### src/rtl/mseq_pkg.sv
package mseq_pkg;
  localparam int UA_W = 5;

  typedef enum logic [2:0] {
    ALU_ADD = 3'd0, ALU_PASS = 3'd1, ALU_SUB = 3'd2,
    ALU_DEC = 3'd3, ALU_AND = 3'd4, ALU_OR = 3'd5
  } alu_op_e;

  typedef enum logic [1:0] {
    RES_ALU = 2'd0, RES_K8 = 2'd1, RES_K4 = 2'd2, RES_MDR = 2'd3
  } res_src_e;

  typedef enum logic [1:0] {
    MDR_NONE = 2'd0, MDR_ALU = 2'd1, MDR_MEM = 2'd2
  } mdr_src_e;

  typedef enum logic [1:0] {
    NX_GOTO = 2'd0, NX_WAIT = 2'd1, NX_COUT = 2'd2, NX_DISP = 2'd3
  } nxt_e;

  typedef struct packed {
    logic [2:0]      a_sel;
    logic [2:0]      b_sel;
    alu_op_e         alu;
    logic            cin;
    logic [7:0]      reg_wr;
    logic            dst_ir;
    logic            srca_ir;
    logic            srcb_ir;
    logic            mar_ld;
    mdr_src_e        mdr;
    logic            ir_lo;
    logic            ir_hi;
    res_src_e        res;
    logic            rd;
    logic            wr;
    nxt_e            nxt;
    logic [UA_W-1:0] tgt_t;  // goto / condition true
    logic [UA_W-1:0] tgt_f;  // condition false
  } uword_t;
endpackage

### src/rtl/mseq_store.sv
module mseq_store
  import mseq_pkg::*;
#(
  parameter int DEPTH = 20
) (
  input  logic [UA_W-1:0] addr_i,
  output uword_t          word_o
);
  uword_t w;

  always_comb begin
    w = '0;
    case (addr_i)
      5'd0, 5'd2: begin  // copy PC to r6, address memory
        w.a_sel = 3'd7; w.b_sel = 3'd7; w.alu = ALU_AND;
        w.reg_wr = 8'h40; w.mar_ld = 1'b1;
        w.nxt = NX_GOTO; w.tgt_t = addr_i + 5'd1;
      end
      5'd1, 5'd3: begin  // read byte, bump PC
        w.a_sel = 3'd6; w.alu = ALU_PASS; w.cin = 1'b1;
        w.reg_wr = 8'h80; w.rd = 1'b1;
        w.ir_lo = (addr_i == 5'd1); w.ir_hi = (addr_i == 5'd3);
        w.nxt = NX_WAIT; w.tgt_t = addr_i; w.tgt_f = addr_i + 5'd1;
      end
      5'd4:  w.nxt = NX_DISP;
      5'd6: begin
        w.dst_ir = 1'b1; w.srca_ir = 1'b1; w.srcb_ir = 1'b1; w.alu = ALU_ADD;
      end
      5'd7: begin
        w.dst_ir = 1'b1; w.res = RES_K8;
      end
      5'd8: begin
        w.srca_ir = 1'b1; w.alu = ALU_DEC; w.reg_wr = 8'h40; w.res = RES_K4;
        w.nxt = NX_COUT; w.tgt_t = 5'd0; w.tgt_f = 5'd13;
      end
      5'd9: begin
        w.dst_ir = 1'b1; w.srca_ir = 1'b1; w.alu = ALU_PASS;
      end
      5'd10, 5'd11: begin
        w.srca_ir = 1'b1; w.alu = ALU_PASS; w.mar_ld = 1'b1;
        w.tgt_t = (addr_i == 5'd10) ? 5'd15 : 5'd18;
      end
      5'd12: begin
        w.dst_ir = 1'b1; w.srca_ir = 1'b1; w.srcb_ir = 1'b1;
        w.alu = ALU_SUB; w.cin = 1'b1;
      end
      5'd13: begin
        w.reg_wr = 8'h80; w.a_sel = 3'd7; w.b_sel = 3'd6; w.alu = ALU_ADD;
      end
      5'd15: begin  // r5 <- 0
        w.a_sel = 3'd5; w.b_sel = 3'd5; w.alu = ALU_SUB; w.cin = 1'b1;
        w.reg_wr = 8'h20; w.tgt_t = 5'd16;
      end
      5'd16: begin
        w.srcb_ir = 1'b1; w.a_sel = 3'd5; w.alu = ALU_OR; w.mdr = MDR_ALU;
        w.tgt_t = 5'd17;
      end
      5'd17: begin
        w.wr = 1'b1; w.nxt = NX_WAIT; w.tgt_t = 5'd17; w.tgt_f = 5'd0;
      end
      5'd18: begin
        w.rd = 1'b1; w.mdr = MDR_MEM; w.nxt = NX_WAIT; w.tgt_t = 5'd18; w.tgt_f = 5'd19;
      end
      5'd19: begin
        w.res = RES_MDR; w.dst_ir = 1'b1;
      end
      default: w = '0;  // 5, 14 and beyond: no controls, back to 0
    endcase
    if (32'(addr_i) >= DEPTH) w = '0;
  end

  assign word_o = w;
endmodule

### src/rtl/mseq_next.sv
module mseq_next
  import mseq_pkg::*;
#(
  parameter int DEPTH     = 20,
  parameter int OPC_W     = 3,
  parameter int DISP_BASE = 5
) (
  input  uword_t          word_i,
  input  logic            mem_wait_i,
  input  logic            alu_cout_i,
  input  logic [OPC_W-1:0] opcode_i,
  output logic [UA_W-1:0] next_o
);
  localparam int NUM_ADDR = 2 ** UA_W;

  logic [UA_W-1:0] disp;
  logic [UA_W-1:0] raw;

  assign disp = UA_W'(DISP_BASE) + UA_W'(opcode_i);

  always_comb begin
    case (word_i.nxt)
      NX_GOTO: raw = word_i.tgt_t;
      NX_WAIT: raw = mem_wait_i ? word_i.tgt_t : word_i.tgt_f;
      NX_COUT: raw = alu_cout_i ? word_i.tgt_t : word_i.tgt_f;
      NX_DISP: raw = disp;
      default: raw = '0;
    endcase
  end

  generate
    if (DEPTH < NUM_ADDR) begin : g_guard
      assign next_o = (32'(raw) < DEPTH) ? raw : '0;
    end else begin : g_full
      assign next_o = raw;
    end
  endgenerate
endmodule

### src/rtl/mseq_top.sv
module mseq_top
  import mseq_pkg::*;
#(
  parameter int DEPTH     = 20,
  parameter int OPC_W     = 3,
  parameter int DISP_BASE = 5
) (
  input  logic             clk_i,
  input  logic             rst_ni,
  input  logic             mem_wait_i,
  input  logic             alu_cout_i,
  input  logic [OPC_W-1:0] opcode_i,
  output logic [4:0]       upc_o,
  output logic [2:0]       a_sel_o,
  output logic [2:0]       b_sel_o,
  output logic [2:0]       alu_op_o,
  output logic             alu_cin_o,
  output logic [7:0]       reg_wr_o,
  output logic             dst_ir_o,
  output logic             srca_ir_o,
  output logic             srcb_ir_o,
  output logic             mar_ld_o,
  output logic [1:0]       mdr_src_o,
  output logic             ir_lo_ld_o,
  output logic             ir_hi_ld_o,
  output logic [1:0]       res_src_o,
  output logic             mem_rd_o,
  output logic             mem_wr_o
);
  logic [UA_W-1:0] upc_q, upc_d;
  uword_t          word;

  mseq_store #(.DEPTH(DEPTH)) u_store (
    .addr_i (upc_q),
    .word_o (word)
  );

  mseq_next #(.DEPTH(DEPTH), .OPC_W(OPC_W), .DISP_BASE(DISP_BASE)) u_next (
    .word_i     (word),
    .mem_wait_i (mem_wait_i),
    .alu_cout_i (alu_cout_i),
    .opcode_i   (opcode_i),
    .next_o     (upc_d)
  );

  always_ff @(posedge clk_i or negedge rst_ni) begin
    if (!rst_ni) upc_q <= '0;
    else         upc_q <= upc_d;
  end

  assign upc_o      = upc_q;
  assign a_sel_o    = word.a_sel;
  assign b_sel_o    = word.b_sel;
  assign alu_op_o   = word.alu;
  assign alu_cin_o  = word.cin;
  assign reg_wr_o   = word.reg_wr;
  assign dst_ir_o   = word.dst_ir;
  assign srca_ir_o  = word.srca_ir;
  assign srcb_ir_o  = word.srcb_ir;
  assign mar_ld_o   = word.mar_ld;
  assign mdr_src_o  = word.mdr;
  assign ir_lo_ld_o = word.ir_lo;
  assign ir_hi_ld_o = word.ir_hi;
  assign res_src_o  = word.res;
  assign mem_rd_o   = word.rd;
  assign mem_wr_o   = word.wr;
endmodule

### config.mk
export PLATFORM = sky130hd
export DESIGN_NAME = mseq_top
export DESIGN_NICKNAME = d
export VERILOG_FILES = /design/src/rtl/mseq_pkg.sv /design/src/rtl/mseq_store.sv /design/src/rtl/mseq_next.sv /design/src/rtl/mseq_top.sv
export SDC_FILE = /design/constraint.sdc
export NUM_CORES = 1
export LEC_CHECK = 0
export BUFFER_PORTS_ARGS = -buffer_cell sky130_fd_sc_hd__buf_4
export CAP_MARGIN = 10
export CORE_UTILIZATION = 52
export DETAILED_ROUTE_END_ITERATION = 8
export GPL_TIMING_DRIVEN = 0
export MAX_ROUTING_LAYER = met4
export PLACE_DENSITY = 0.85
export SYNTH_ARGS = -nofsm -noshare
export SYNTH_HDL_FRONTEND = slang
export SYNTH_SLANG_ARGS = --single-unit
### constraint.sdc
create_clock -name clk_i -period 6.5 [get_ports clk_i]
set_input_delay 1.95 -clock clk_i [delete_from_list [all_inputs] [get_ports clk_i]]
set_output_delay 1.95 -clock clk_i [all_outputs]
set_load 0.1 [all_outputs]
After elaboration in Yosys (flattened, before gate mapping)

Cells that the tools add are included.

Bits in registers: 5
Bits of input ports: 7
Output and inout bits: 35
Word-level logic and storage cells: 67

$add $sub $neg: 2
Order comparisons: 2
Equality and inequality tests: 20
Mux-type cells: 23
Reduce and logical (&&, ||, !) cells: 19

Operators with widths:

| kind                  | number |
|---|---|
| $mux W42              | 1 |
| $eq A5 B4 Y1 const B  | 7 |
| $pmux W5 S6           | 1 |
| $pmux W8 S3           | 1 |
| $eq A5 B5 Y1 const B  | 4 |
| $mux W5               | 4 |
| $pmux W5 S4           | 1 |
| $pmux W3 S3           | 2 |
| $eq A5 B3 Y1 const B  | 3 |
| $pmux W3 S5           | 1 |
| $pmux W5 S3           | 1 |
| $reduce_or A3 Y1      | 5 |
| $pmux W2 S3           | 2 |
| $reduce_or A2 Y1      | 6 |
| $reduce_or A4 Y1      | 3 |
| $eq A5 B2 Y1 const B  | 2 |
| $reduce_or A5 Y1      | 2 |
| $mux W1               | 7 |
| $reduce_or A6 Y1      | 1 |
| $add A5 B1 Y5 const B | 1 |
| $eq A5 B1 Y1 const B  | 1 |
| $ge A5 B5 Y1 const B  | 1 |
| $logic_not A5 Y1      | 1 |
| $lt A5 B5 Y1 const B  | 1 |
| other kinds (6)       | 7 |

Longest topological paths before layout

Word-level depth: 8
Mapped depth: 10
Mapped depth without buffers: 9

Cells and area by module

A second synthesis with hierarchy kept.

Cell total of the unflattened synthesis: 166
Area total of the unflattened synthesis: 1196.1 um2

Modules (own cells, without submodules):

| module     | instances | cells an instance | area each (um2) | seq. area each (um2) |
|---|---|---|---|---|
| mseq_store | 1         | 125               | 807.0           | 0.0 |
| mseq_next  | 1         | 36                | 264.0           | 0.0 |
| mseq_top   | 1         | 5                 | 125.1           | 125.1 |

Least setup slack after synthesis

No wires, ideal clock.

Kind: register to output
Start point: register upc_q[4] (netlist: upc_o[4])
End point: output port alu_op_o[0]
Data arrival time: 4.265 ns
Required time: 4.550 ns
Slack: 0.285 ns
Cell stages (with the launch flop): 6
Path buffers: 3
Path through: dfrtp_1 > buf_2 > buf_1 > clkbuf_1 > o22ai_1 > a221oi_1

Longest elaborated chain between the ends: 4
Elaborated cells on any way between the ends: 17
Classes of those cells: 1 x order compare; 10 x eq/ne; 2 x mux; 4 x reduce/logical

RTL lines:

| what                                                                  | line             | RTL |
|---|---|---|
| start: declaration                                                    | mseq_top.sv:30   | `logic [UA_W-1:0] upc_q, upc_d;` |
| start signal: assignment                                              | mseq_top.sv:48   | `else upc_q <= upc_d;` |
| $eq A5 B4 Y1 (tied with other cells)                                  | mseq_store.sv:13 | `case (addr_i)` |
| $reduce_or A5 Y1 (no source line) or $reduce_or A2 Y1 (tied branches) | --               |  |
| $pmux W3 S5                                                           | mseq_store.sv:13 |  |
| $mux W42 *                                                            | mseq_store.sv:69 | `if (32'(addr_i) >= DEPTH) w = '0;` |
| end: declaration                                                      | mseq_top.sv:16   | `output logic [2:0] alu_op_o,` |

Mark *: on every way between the ends. The rest lies on a longest branch, timed or not.

Worst setup path in the final report

Start point: register upc_q[3] (netlist: upc_o[3])
End point: output port alu_cin_o

Longest elaborated chain between the ends: 4
Elaborated cells on any way between the ends: 8
Classes of those cells: 1 x order compare; 4 x eq/ne; 2 x mux; 1 x reduce/logical

RTL lines:

| what                                 | line             | RTL |
|---|---|---|
| $eq A5 B4 Y1 (tied with other cells) | mseq_store.sv:13 |  |
| $reduce_or A4 Y1 (no source line)    | --               |  |
| $mux W1                              | mseq_store.sv:13 |  |
| $mux W42 *                           | mseq_store.sv:69 |  |
| end: declaration                     | mseq_top.sv:17   | `output logic alu_cin_o,` |

Marked as above.

==> impl_metrics.ini <==
[critical_path]
endpoint = alu_cin_o
regToRegStartpoint = upc_o[3]
startpoint_type = register
path_max_fanout = 10
critPathKind = register to output pin
r2r_end = upc_o[4]
ff2ff_setup_slack_ps = 3650
cp.arrival_ps = 2500
cp-end-kind = output pin
reg2reg_depth = 9
cp-startpoint = upc_o[3]
cp.required_ps = 4550

[global_route]
grt_max_degree = 11
grt_pass1_vias = 1110
grt_usage_pct = 31.70
overflow = 0
grt_pass1_wl_um = 4830
antenna_found_initial = 0

[yosys]
synthFlopType = dfrtp_1
synthAdderAreaFrac_pct = 7.143
synth-edff-count = 0
avgSynthCellArea_um2 = 6.610
ys_seq_area_share_pct = 11.90
netlist_area_um2 = 1051
synth_top_area_cell = dfrtp_1
synth_cell_types = 46
synth_top_family_by_area = simple AND/OR/NAND/NOR gates
yosys.area_share.simple_pct = 34.64
synthArstFlopShare_pct = 100.0
yosysWarnings = 0
synth_top_area_share_pct = 11.90
synth-xor-area-share_pct = 1.667
synth_compound_area_share_pct = 32.50
synth_mux_area_share_pct = 0
yosys-top-cells-area = dfrtp_1 (12%), a21oi_1 (7.6%), ha_1 (7.1%), nor2_1 (6.4%), nand2_1 (5.7%)
synth-seq-cells = 5
synthCells = 159

[floorplanning]
die_x_um = 46.96
start_util_pct = 58.33
die_area_um2 = 2205
core_um2 = 1802
pin_count = 42
die_h_um = 46.96
rows = 15

[cells_and_area]
layout_common_cells = buf_4 (41), nor2_1 (18), a21oi_1 (16), nand2_1 (16)
final_area_um2 = 1394
fillCellCount = 151
nets = 217
area_growth_pct = 32.62
layout.cells.most_common = buf_4
largest_register_ffs = 5
drive_gt1_share_pct = 27.59
antenna_cells = 0
stdcell_count = 228

[clock_tree]
htree_levels = 1
cts_sinks = 5
cts_made_buffers = 3
root_buffer = clkbuf_4
postCtsSetupBuffers = 0
cts_tree = done
post_cts_resized = 0
clock_path_buffers = 2
clk_pin_slew_ps = 40
clock_latency_ps = 230
hold_buffers = 0

[placed_design]
gp_congestion = 0.9772
dp_cells = 224
postPlaceCellArea_um2 = 1368
io_buffers = 36
place_hpwl_um = 2549

[sta]
holdWs_ps = 760.9
hold_viol_final = 0
tns_ps = 0
setup_viol = 0
fmax_mhz = 224.6
fin_worst_skew_ps = 1.729
finalWorstPathRequiredPeriod_ps = 4452
slew_viol_final = 0
worst_pin_slew_ps = 544.4
slew_headroom_pct = 63.21
finalCritPeriodShare_pct = 68.50
rsz0062_at_grt = no

[detailed_routing]
num_vias = 1338
firstDrtPassIters = 4
drtIter0Drc = 79
viasPerCell = 5.868
wl_per_cell_um = 14.31
wl_um = 3262
drc = 0
drtAntennaViolNets = 0

[flow_run]
drv_cap = 0

[min_path]
hold_path_class = register to register

[outcome]
status = finished, final reports clean
## routing by layer
metal / routed length (um) / global-route usage, %
met5: 0 / -
met4: 19 / 13.71
met2: 1635 / 52.22
met3: 302 / 0
met1: 1304 / 40.97
## critical path: stages, from the launching register on
cell and delay (ps):
dfrtp_1 420, clkbuf_1 350, buf_1 410, and3_1 220
ha_1 240, nand2_1 180, o21ai_1 120, buf_4 310
## how the worst min path moves through the flow
stage,cells past startpoint,to,startpoint
finish,4,upc_o[1],upc_o[1]
floorplan,4,upc_o[0],upc_o[0]
global placement,4,upc_o[1],upc_o[1]
global route,3,upc_o[3],upc_o[2]
detailed placement,4,upc_o[1],upc_o[1]
CTS,4,upc_o[1],upc_o[1]
## cells by family after synthesis
kind of cell    Yosys count
buf+inv                  25
fa+ha+maj                 6
other cells               1
flops                     5
simple gates             70
compound gates           50
xor+xnor                  2
## through the flow
stage               util (%)  setup WS, ps
floorplan                  -         285.4
global placement       75.90          2385
detailed placement     75.90          2346
CTS                    77.36          2093
global route           77.36          1936
finish                 77.36          2048
## final cells by class
cell class	instances	area [um2]	area share, %
timing repair buffer	36	270.3	19.39
buffer	18	97.59	7.002
sequential	5	125.1	8.977
clock buffer	4	26.28	1.885
tap	25	31.28	2.244
inverter	7	26.28	1.885
multi-input combinational	133	817.0	58.62
## Yosys cell counts (3+ instances only)
cell type and instances:
a2bb2oi_1 3, o21ai_0 4, clkbuf_1 6, o22ai_1 3
nand2b_1 3, buf_1 3, o221ai_1 3, ha_1 6
buf_4 5, a21oi_1 16, and2_1 3, inv_1 6
and3_1 3, nand3_1 3, nor2b_1 6, buf_2 3
nor2_1 18, dfrtp_1 5, nand2_1 16, nor3_1 7
o21ai_1 6
Power is left out: the tool's default activity adds up to more than one toggle a clock period on the data nets, which glitch-free logic cannot reach.
